==> src/rtl/rx_desc_walker.sv <==
`timescale 1ns/1ps
module rx_desc_walker #(
  parameter int AW = 32
) (
  input  logic          clk,
  input  logic          rst_n,
  input  logic          ptr_wr,
  input  logic [AW-1:0] ptr_wdata,
  input  logic          start_cmd,
  input  logic          abort_cmd,
  input  logic          irq_mask,
  input  logic          err_clr,
  output logic          running,
  output logic [AW-1:0] cur_ptr,
  output logic          rd_req,
  output logic [AW-1:0] rd_addr,
  input  logic          rd_ack,
  input  logic          rd_owner,
  input  logic          rd_first,
  input  logic          rd_last,
  input  logic [AW-1:0] rd_next,
  output logic          wb_req,
  output logic [AW-1:0] wb_addr,
  input  logic          wb_ack,
  output logic          buf_ready,
  input  logic          buf_full,
  output logic          buf_done,
  output logic [AW-1:0] buf_addr,
  output logic          buf_sof,
  output logic          buf_eof,
  output logic          err_flag,
  output logic          irq
);

  typedef enum logic [1:0] {S_IDLE, S_FETCH, S_FILL, S_WB} st_t;

  st_t           st;
  logic [AW-1:0] nxt_q;
  logic          sof_q, eof_q;
  logic          bad_desc;

  assign bad_desc  = !rd_owner || (rd_next == '0);
  assign running   = (st != S_IDLE);
  assign rd_req    = (st == S_FETCH);
  assign rd_addr   = cur_ptr;
  assign wb_req    = (st == S_WB);
  assign wb_addr   = cur_ptr;
  assign buf_ready = (st == S_FILL);
  assign irq       = err_flag & irq_mask;

  always_ff @(posedge clk) begin
    if (!rst_n) begin
      st       <= S_IDLE;
      cur_ptr  <= '0;
      nxt_q    <= '0;
      sof_q    <= 1'b0;
      eof_q    <= 1'b0;
      buf_done <= 1'b0;
      buf_addr <= '0;
      buf_sof  <= 1'b0;
      buf_eof  <= 1'b0;
    end else begin
      buf_done <= 1'b0;
      if (abort_cmd) begin
        st <= S_IDLE;
      end else begin
        case (st)
          S_IDLE: begin
            if (ptr_wr) cur_ptr <= ptr_wdata;
            if (start_cmd) st <= S_FETCH;
          end
          S_FETCH: begin
            if (rd_ack) begin
              if (bad_desc) begin
                st <= S_IDLE;
              end else begin
                st    <= S_FILL;
                nxt_q <= rd_next;
                sof_q <= rd_first;
                eof_q <= rd_last;
              end
            end
          end
          S_FILL: begin
            if (buf_full) begin
              buf_done <= 1'b1;
              buf_addr <= cur_ptr;
              buf_sof  <= sof_q;
              buf_eof  <= eof_q;
              st       <= S_WB;
            end
          end
          S_WB: begin
            if (wb_ack) begin
              cur_ptr <= nxt_q;
              st      <= S_FETCH;
            end
          end
          default: st <= S_IDLE;
        endcase
      end
    end
  end

  always_ff @(posedge clk) begin
    if (!rst_n)
      err_flag <= 1'b0;
    else if (st == S_FETCH && rd_ack && bad_desc && !abort_cmd)
      err_flag <= 1'b1;
    else if (err_clr)
      err_flag <= 1'b0;
  end


  rd_hold_chk: assert property (@(posedge clk) disable iff (!rst_n)
    (rd_req && !rd_ack && !abort_cmd) |=> (rd_req && $stable(rd_addr)));


  wb_hold_chk: assert property (@(posedge clk) disable iff (!rst_n)
    (wb_req && !wb_ack && !abort_cmd) |=> (wb_req && $stable(wb_addr)));


  done_wb_chk: assert property (@(posedge clk) disable iff (!rst_n)
    buf_done |-> (wb_req && wb_addr == buf_addr));


  wb_fetch_chk: assert property (@(posedge clk) disable iff (!rst_n)
    (wb_req && wb_ack && !abort_cmd) |=> rd_req);


  ptr_lock_chk: assert property (@(posedge clk) disable iff (!rst_n)
    (running && !wb_ack) |=> $stable(cur_ptr));


  err_stop_chk: assert property (@(posedge clk) disable iff (!rst_n)
    $rose(err_flag) |-> (!running && !buf_ready));


  err_clr_chk: assert property (@(posedge clk) disable iff (!rst_n)
    $fell(err_flag) |-> $past(err_clr));

endmodule

==> config.mk <==
export PLATFORM = sky130hd
export DESIGN_NAME = rx_desc_walker
export DESIGN_NICKNAME = d
export VERILOG_FILES = /design/src/rtl/rx_desc_walker.sv
export SDC_FILE = /design/constraint.sdc
export NUM_CORES = 1
export LEC_CHECK = 0
export ABC_AREA = 0
export CORE_MARGIN = 4
export CORE_UTILIZATION = 35
export DETAILED_ROUTE_END_ITERATION = 16
export PLACE_DENSITY = 0.68
export SLEW_MARGIN = 20
export SYNTH_ARGS = -nofsm -noshare
export SYNTH_HDL_FRONTEND = slang
export SYNTH_SLANG_ARGS = --single-unit
==> constraint.sdc <==
create_clock -name clk -period 2.05 [get_ports clk]
set_input_delay 0.41 -clock clk [delete_from_list [all_inputs] [get_ports clk]]
set_output_delay 0.41 -clock clk [all_outputs]
set_load 0.05 [all_outputs]
==> results of run 1 <==
## power by group through the flow
stage	clock (mW)	sequential (mW)	combinational [mW]
after detailed placement	0	2.19	1.19
after global routing	1.93	2.15	1.23
after CTS	1.84	2.14	1.19
after floorplan	0	2.33	0.667
final	1.79	2.14	1.18
after global placement	0	2.18	1.18
## layer usage
layer	up-vias	wire length [microns]
li1	2060	-
met1	1965	6050
met2	120	6960
met3	10	763
met4	0	138
met5	-	0
## sequential cells by signal (all words and copies together), names as in the netlist
register / cells
sof_q: 1
err_flag: 1
nxt_q: 32
buf_done: 1
st: 2
eof_q: 1
cur_ptr: 32
buf_addr: 32
buf_sof: 1
buf_eof: 1
## logic make-up after synthesis
logic type	count (synthesis)	share of synthesized area
adder cells (fa/ha/maj)	4	0.00982
buffers and inverters	105	0.156
multiplexers	68	0.134
AND/OR/NAND/NOR	191	0.163
flip-flops	104	0.409
AO/OA/AOI/OAI	73	0.129
## layout by cell type, fill, tap and decap left out, types with 2 or more instances in the layout
cell | synthesis | final
sky130_fd_sc_hd__nand4_1 | 2 | 2
sky130_fd_sc_hd__nor4_4 | 0 | 3
sky130_fd_sc_hd__clkinv_2 | 0 | 2
sky130_fd_sc_hd__clkdlybuf4s50_1 | 0 | 170
sky130_fd_sc_hd__nor2b_1 | 4 | 4
sky130_fd_sc_hd__and2_1 | 2 | 2
sky130_fd_sc_hd__inv_1 | 5 | 5
sky130_fd_sc_hd__buf_4 | 64 | 24
sky130_fd_sc_hd__nand2_1 | 168 | 168
sky130_fd_sc_hd__a21boi_1 | 34 | 34
sky130_fd_sc_hd__mux2i_1 | 68 | 68
sky130_fd_sc_hd__clkbuf_16 | 0 | 11
sky130_fd_sc_hd__buf_12 | 3 | 13
sky130_fd_sc_hd__o211a_1 | 32 | 32
sky130_fd_sc_hd__clkbuf_1 | 11 | 2
sky130_fd_sc_hd__ha_1 | 4 | 3
sky130_fd_sc_hd__nor4_2 | 5 | 4
sky130_fd_sc_hd__dlygate4sd2_1 | 0 | 7
sky130_fd_sc_hd__dfxtp_1 | 104 | 104
sky130_fd_sc_hd__dlymetal6s2s_1 | 2 | 24
sky130_fd_sc_hd__bufinv_16 | 0 | 2
## area by class of cell
type / count / area (sq um) / share of cell area
Timing Repair Buffer: 240 / 2550 / 0.343
Multi-Input combinational cell: 336 / 2270 / 0.305
Sequential cell: 104 / 2080 / 0.279
Clock buffer: 11 / 233 / 0.0312
Tap cell: 180 / 225 / 0.0302
Clock inverter: 4 / 70.1 / 0.00940
Inverter: 5 / 18.8 / 0.00252
## final timing paths
| path | from | end | slack [ps] |
|---|---|---|---|
| min reg2reg | buf_addr[3]$_SDFFE_PN0P_ | buf_addr[3]$_SDFFE_PN0P_ | 450 |
| max reg2reg | st[1]$_SDFFE_PP0P_ | nxt_q[17]$_SDFFE_PN0P_ | 180 |
| min | rd_next[17] | nxt_q[17]$_SDFFE_PN0P_ | 410 |
| max | cur_ptr[14]$_SDFFE_PN0P_ | rd_addr[14] | 50 |
## repair_timing
action / in CTS / in global routing
resized for setup: 9 / 27
cloned: 0 / 2
endpoints found under the hold margin: 0 / 0
setup endpoints to repair: 29 / 58
buffers inserted: 0 / 2
pin swaps: 0 / 5
## per-stage QoR
stage	hold slack, ps	util	setup TNS [ps]	area [sq um]	power, mW
6_report	410	0.531	0	7450	5.11
5_1_grt	405	0.531	0	7450	5.31
4_1_cts	456	0.519	-0.142	7290	5.16
3_5_place_dp	446	0.497	-12180	6980	3.38
3_3_place_gp	440	0.497	-11480	6980	3.37
2_1_floorplan	431	-	0	5090	3.00
==> flow_summary.ini, run 1 <==
[synth]
synth_largest_type_area_fraction = 0.409
synth.yosys.seq_area_share = 0.409
cell_with_the_most_instances_after_synthesis = sky130_fd_sc_hd__nand2_1
total_nets_after_synthesis = 626
synthesis.instances = 545
synth_top_cells_by_area = sky130_fd_sc_hd__dfxtp_1 41%, sky130_fd_sc_hd__mux2i_1 13%, sky130_fd_sc_hd__nand2_1 12%
synthDominantAreaCellType = sky130_fd_sc_hd__dfxtp_1
yosysWarnings = 0
synth_cell_types = 33
ys_dominant_reg_cell = sky130_fd_sc_hd__dfxtp_1
avg_cell_area_syn_sq_um = 9.35
synth_async_sr_flop_share = 0
register_bit_count_reported_by_yosys = 104
synth-edff-count = 0
post_synth_instance_area_sq_um = 5090
ys_top_cells_by_count = 168 x sky130_fd_sc_hd__nand2_1, 104 x sky130_fd_sc_hd__dfxtp_1, 68 x sky130_fd_sc_hd__mux2i_1

[power]
proportion_of_power_drawn_by_combinational_gates = 0.231
ir_worst_vdd_uv = 344
leakage_nw = 3.55
power.switching_mw = 1.52
power_frac_clock = 0.350
internal-power_mw = 3.60
switching_share = 0.296
relative_contribution_of_sequential_cells_to_total_power = 0.418
power_density_nw_per_um2 = 686

[final_layout]
layout-area-overhead-vs-synth_pct = 46.3
layoutNonFillerInstCount = 880
antenna_cells = 0
num-nets-final = 777
filler_cell_count = 1259
post_route_cells_drive_above_1_share = 0.0943

[die]
io-pin-count = 214
floorplan.die.height_microns = 129
die_width_microns = 129
start_util = 0.363
design.die.area_sq_um = 16600
floorplan.rows = 43
floorplan.core_area_sq_um = 14000

[global_route]
grt_pass1_wl_mm = 21.0
largest_net_degree_at_the_start_of_global_routing = 41
track_usage = 0.160
groute.layer.met1.usage = 0.198
via_count_of_the_first_global_routing_pass = 4136
global_route.usage.met3 = 0.0332
grt_busiest_layer = met2
grtUsageMet2 = 0.275
grt_remaining_overflow = 0
antenna_found_initial = 0

[worst_setup_path]
worst-path-stages = 1
timing.critical_path.buf_inv = 1
critical-path-top-delay-family = buffers and inverters
timing.setup.critical_path_class = flop to primary output
worstSetupEndpointType = primary output
cpPeakStageDelay_ps = 840
cp.required_ps = 1640
worstPathCellList = clkdlybuf4s50_1
r2r_cells = 8
critical-path-slowest-cell = sky130_fd_sc_hd__clkdlybuf4s50_1
timing.critical_path.arrival_ps = 1590
cp_max_fo = 5
start_kind = flop

[routing]
detailroute.via_count = 4155
routed_via_density = 4.72
avgRoutedWirePerCell_microns = 15.8
drt_iter0_markers = 225
drt_first_pass_iters = 4
drtAntennaViolNets = 0
remaining_drc_errors = 0
postRouteWirelength_mm = 13.9

[sta]
setup_violations = 0
grt_setup_unrepaired = false
tightestPinTransition_ps = 537
finalWorstSetupSlack_ps = 51.4
fin_skew_ps = 4.94
timing_hold_violations_final = 0
final-max-slew-violation-count = 0
slew_headroom = 0.641
clock.fmax_ghz = 0.500
period_share = 0.975
final.min_clock_period_ps = 2000

[clocking]
clk-insertion-delay-late_ps = 340
htreeDepth = 3
clockBufferDepth = 2
tritoncts.num_buffers = 9
tritoncts = yes
ctsRootBufferMaster = sky130_fd_sc_hd__clkbuf_16
cts.sink_count = 104
postCtsHoldBufs = 0
worst_setup_hold_path_clk_slew_ps = 60

[place]
dpl_worst_slack_ps = -390
place.gp.congestion = 0.751
numPlacedInstances = 861
detailedPlacementHpwl_mm = 10.0
buffer_ports.inserted = 213

[flow_run]
number_of_maximum_capacitance_constraint_violations = 0

[min_path]
min-delay-path-class = input port to flop
timing.hold.worst_path_depth = 3

[status]
status = completed
No activity file was read; power rests on OpenSTA's default activity.
==> run 2, diff against run 1 <==
Settings changed: SKIP_CTS_REPAIR_TIMING set to 1.
==> run 2 against run 1 <==
Against the previous run: non-clock buffer count increased by 1; critical endpoint unchanged; sequential cell count unchanged; core utilization up 0.35 points; final cell count is 0.11% higher; sequential power is essentially flat; maximum frequency barely moved; via count is 0.65% higher; clock-buffer cell count unchanged.
==> flow_summary.ini, run 2 (synthesized netlist as in run 1, its figures left out) <==
[clocking]
clockBufferDepth = 2
worst_setup_hold_path_clk_slew_ps = 70
clk-insertion-delay-late_ps = 340
tritoncts.num_buffers = 9
htreeDepth = 3
cts.sink_count = 104
tritoncts = yes
ctsRootBufferMaster = sky130_fd_sc_hd__clkbuf_16

[sta]
period_share = 0.975
clock.fmax_ghz = 0.500
timing_hold_violations_final = 0
finalWorstSetupSlack_ps = 51.3
final.min_clock_period_ps = 2000
final-max-slew-violation-count = 0
slew_headroom = 0.641
setup_violations = 0
fin_skew_ps = 4.84
grt_setup_unrepaired = false
tightestPinTransition_ps = 537
setup-tns-final_ps = 0

[die]
floorplan.die.height_microns = 129
floorplan.core_area_sq_um = 14000
floorplan.rows = 43
design.die.area_sq_um = 16600
io-pin-count = 214
die_width_microns = 129
start_util = 0.363

[place]
dpl_worst_slack_ps = -390
buffer_ports.inserted = 213
numPlacedInstances = 861
detailedPlacementHpwl_mm = 10.0
place.gp.congestion = 0.751

[routing]
drt_iter0_markers = 223
routed-wl-met2_mm = 6.96
routed_via_density = 4.75
drt_first_pass_iters = 4
avgRoutedWirePerCell_microns = 15.9
remaining_drc_errors = 0
detailroute.via_count = 4182
postRouteWirelength_mm = 14.0
m1WireLength_mm = 6.11
routed-wl-met3_microns = 791
highest-signal-layer = met4
drtAntennaViolNets = 0

[min_path]
min-delay-path-class = input port to flop

[final_layout]
most-common-layout-cells = 171 x sky130_fd_sc_hd__clkdlybuf4s50_1, 168 x sky130_fd_sc_hd__nand2_1, 104 x sky130_fd_sc_hd__dfxtp_1, 68 x sky130_fd_sc_hd__mux2i_1, 34 x sky130_fd_sc_hd__a21boi_1
mostFrequentLayoutCell = sky130_fd_sc_hd__clkdlybuf4s50_1
post_route_cells_drive_above_1_share = 0.0956
layout-area-overhead-vs-synth_pct = 47.2
biggestRegsByFlops = buf_addr: 32 flops, cur_ptr: 32 flops, nxt_q: 32 flops
num-nets-final = 778
layoutNonFillerInstCount = 881
antenna_cells = 0
filler_cell_count = 1249

[worst_setup_path]
timing.critical_path.buf_inv = 1
worstPathCellList = clkdlybuf4s50_1
cp_max_fo = 5
cp.required_ps = 1640
critical-path-top-delay-family = buffers and inverters
cpPeakStageDelay_ps = 840
critical-path-slowest-cell = sky130_fd_sc_hd__clkdlybuf4s50_1
timing.critical_path.arrival_ps = 1590
timing.setup.critical_path_class = flop to primary output
start_kind = flop
worstSetupEndpointType = primary output

[power]
switching_share = 0.296
leakage_nw = 3.64
power.switching_mw = 1.52
internal-power_mw = 3.61
power_frac_clock = 0.350
relative_contribution_of_sequential_cells_to_total_power = 0.418
proportion_of_power_drawn_by_combinational_gates = 0.233
power_density_nw_per_um2 = 683
power_mw = 5.12
ir_worst_vdd_uv = 343

[global_route]
track_usage = 0.159
largest_net_degree_at_the_start_of_global_routing = 41
antenna_found_initial = 0
via_count_of_the_first_global_routing_pass = 4122
grt_remaining_overflow = 0
grt_pass1_wl_mm = 20.9

[flow_run]
number_of_maximum_capacitance_constraint_violations = 0

[status]
status = completed
[run 2: tightest hold or removal path, stage by stage]
cell and delay [ps]:
sky130_fd_sc_hd__dlymetal6s2s_1 160, sky130_fd_sc_hd__nand2_1 70, sky130_fd_sc_hd__mux2i_1 60
[run 2: through the flow]
step                utilization  hold WS, ps  cell area [sq um]
floorplan                     -          431               5090
global route              0.534          419               7500
CTS                       0.519          456               7280
finish                    0.534          413               7500
global placement          0.497          440               6980
detailed placement        0.497          446               6980
[run 2: final cells by class]
| class | instances | area (sq um) | share of cell area |
|---|---|---|---|
| multi-input cells | 336 | 2270 | 0.303 |
| well taps | 180 | 225 | 0.0300 |
| clock inverters | 4 | 70.1 | 0.00934 |
| clock buffers | 11 | 233 | 0.0310 |
| flip-flops and latches | 104 | 2080 | 0.278 |
| inverters | 5 | 18.8 | 0.00250 |
| repair buffers | 241 | 2600 | 0.347 |
[run 2: power groups by stage]
| stage | clock [mW] | combinational, mW | sequential (mW) |
|---|---|---|---|
| 2_1_floorplan | 0 | 0.667 | 2.33 |
| 3_3_place_gp | 0 | 1.18 | 2.18 |
| 3_5_place_dp | 0 | 1.19 | 2.19 |
| 4_1_cts | 1.84 | 1.19 | 2.14 |
| 5_1_grt | 1.93 | 1.24 | 2.15 |
| 6_report | 1.79 | 1.19 | 2.14 |
[run 2: worst paths after layout]
path / from / to / slack (ps) / cells past startpoint
setup / recovery: cur_ptr[14]$_SDFFE_PN0P_ / rd_addr[14] / 50 / 1
setup reg to reg: st[1]$_SDFFE_PP0P_ / nxt_q[17]$_SDFFE_PN0P_ / 170 / 8
hold / removal: rd_next[19] / nxt_q[19]$_SDFFE_PN0P_ / 410 / 3
hold reg to reg: buf_addr[4]$_SDFFE_PN0P_ / buf_addr[4]$_SDFFE_PN0P_ / 450 / 2
[run 2: metal layers]
layer | vias to the layer above | global-route usage
li1 | 2065 | -
met1 | 1974 | 0.198
met2 | 131 | 0.273
met3 | 12 | 0.0332
met4 | 0 | 0.0513
met5 | - | 0
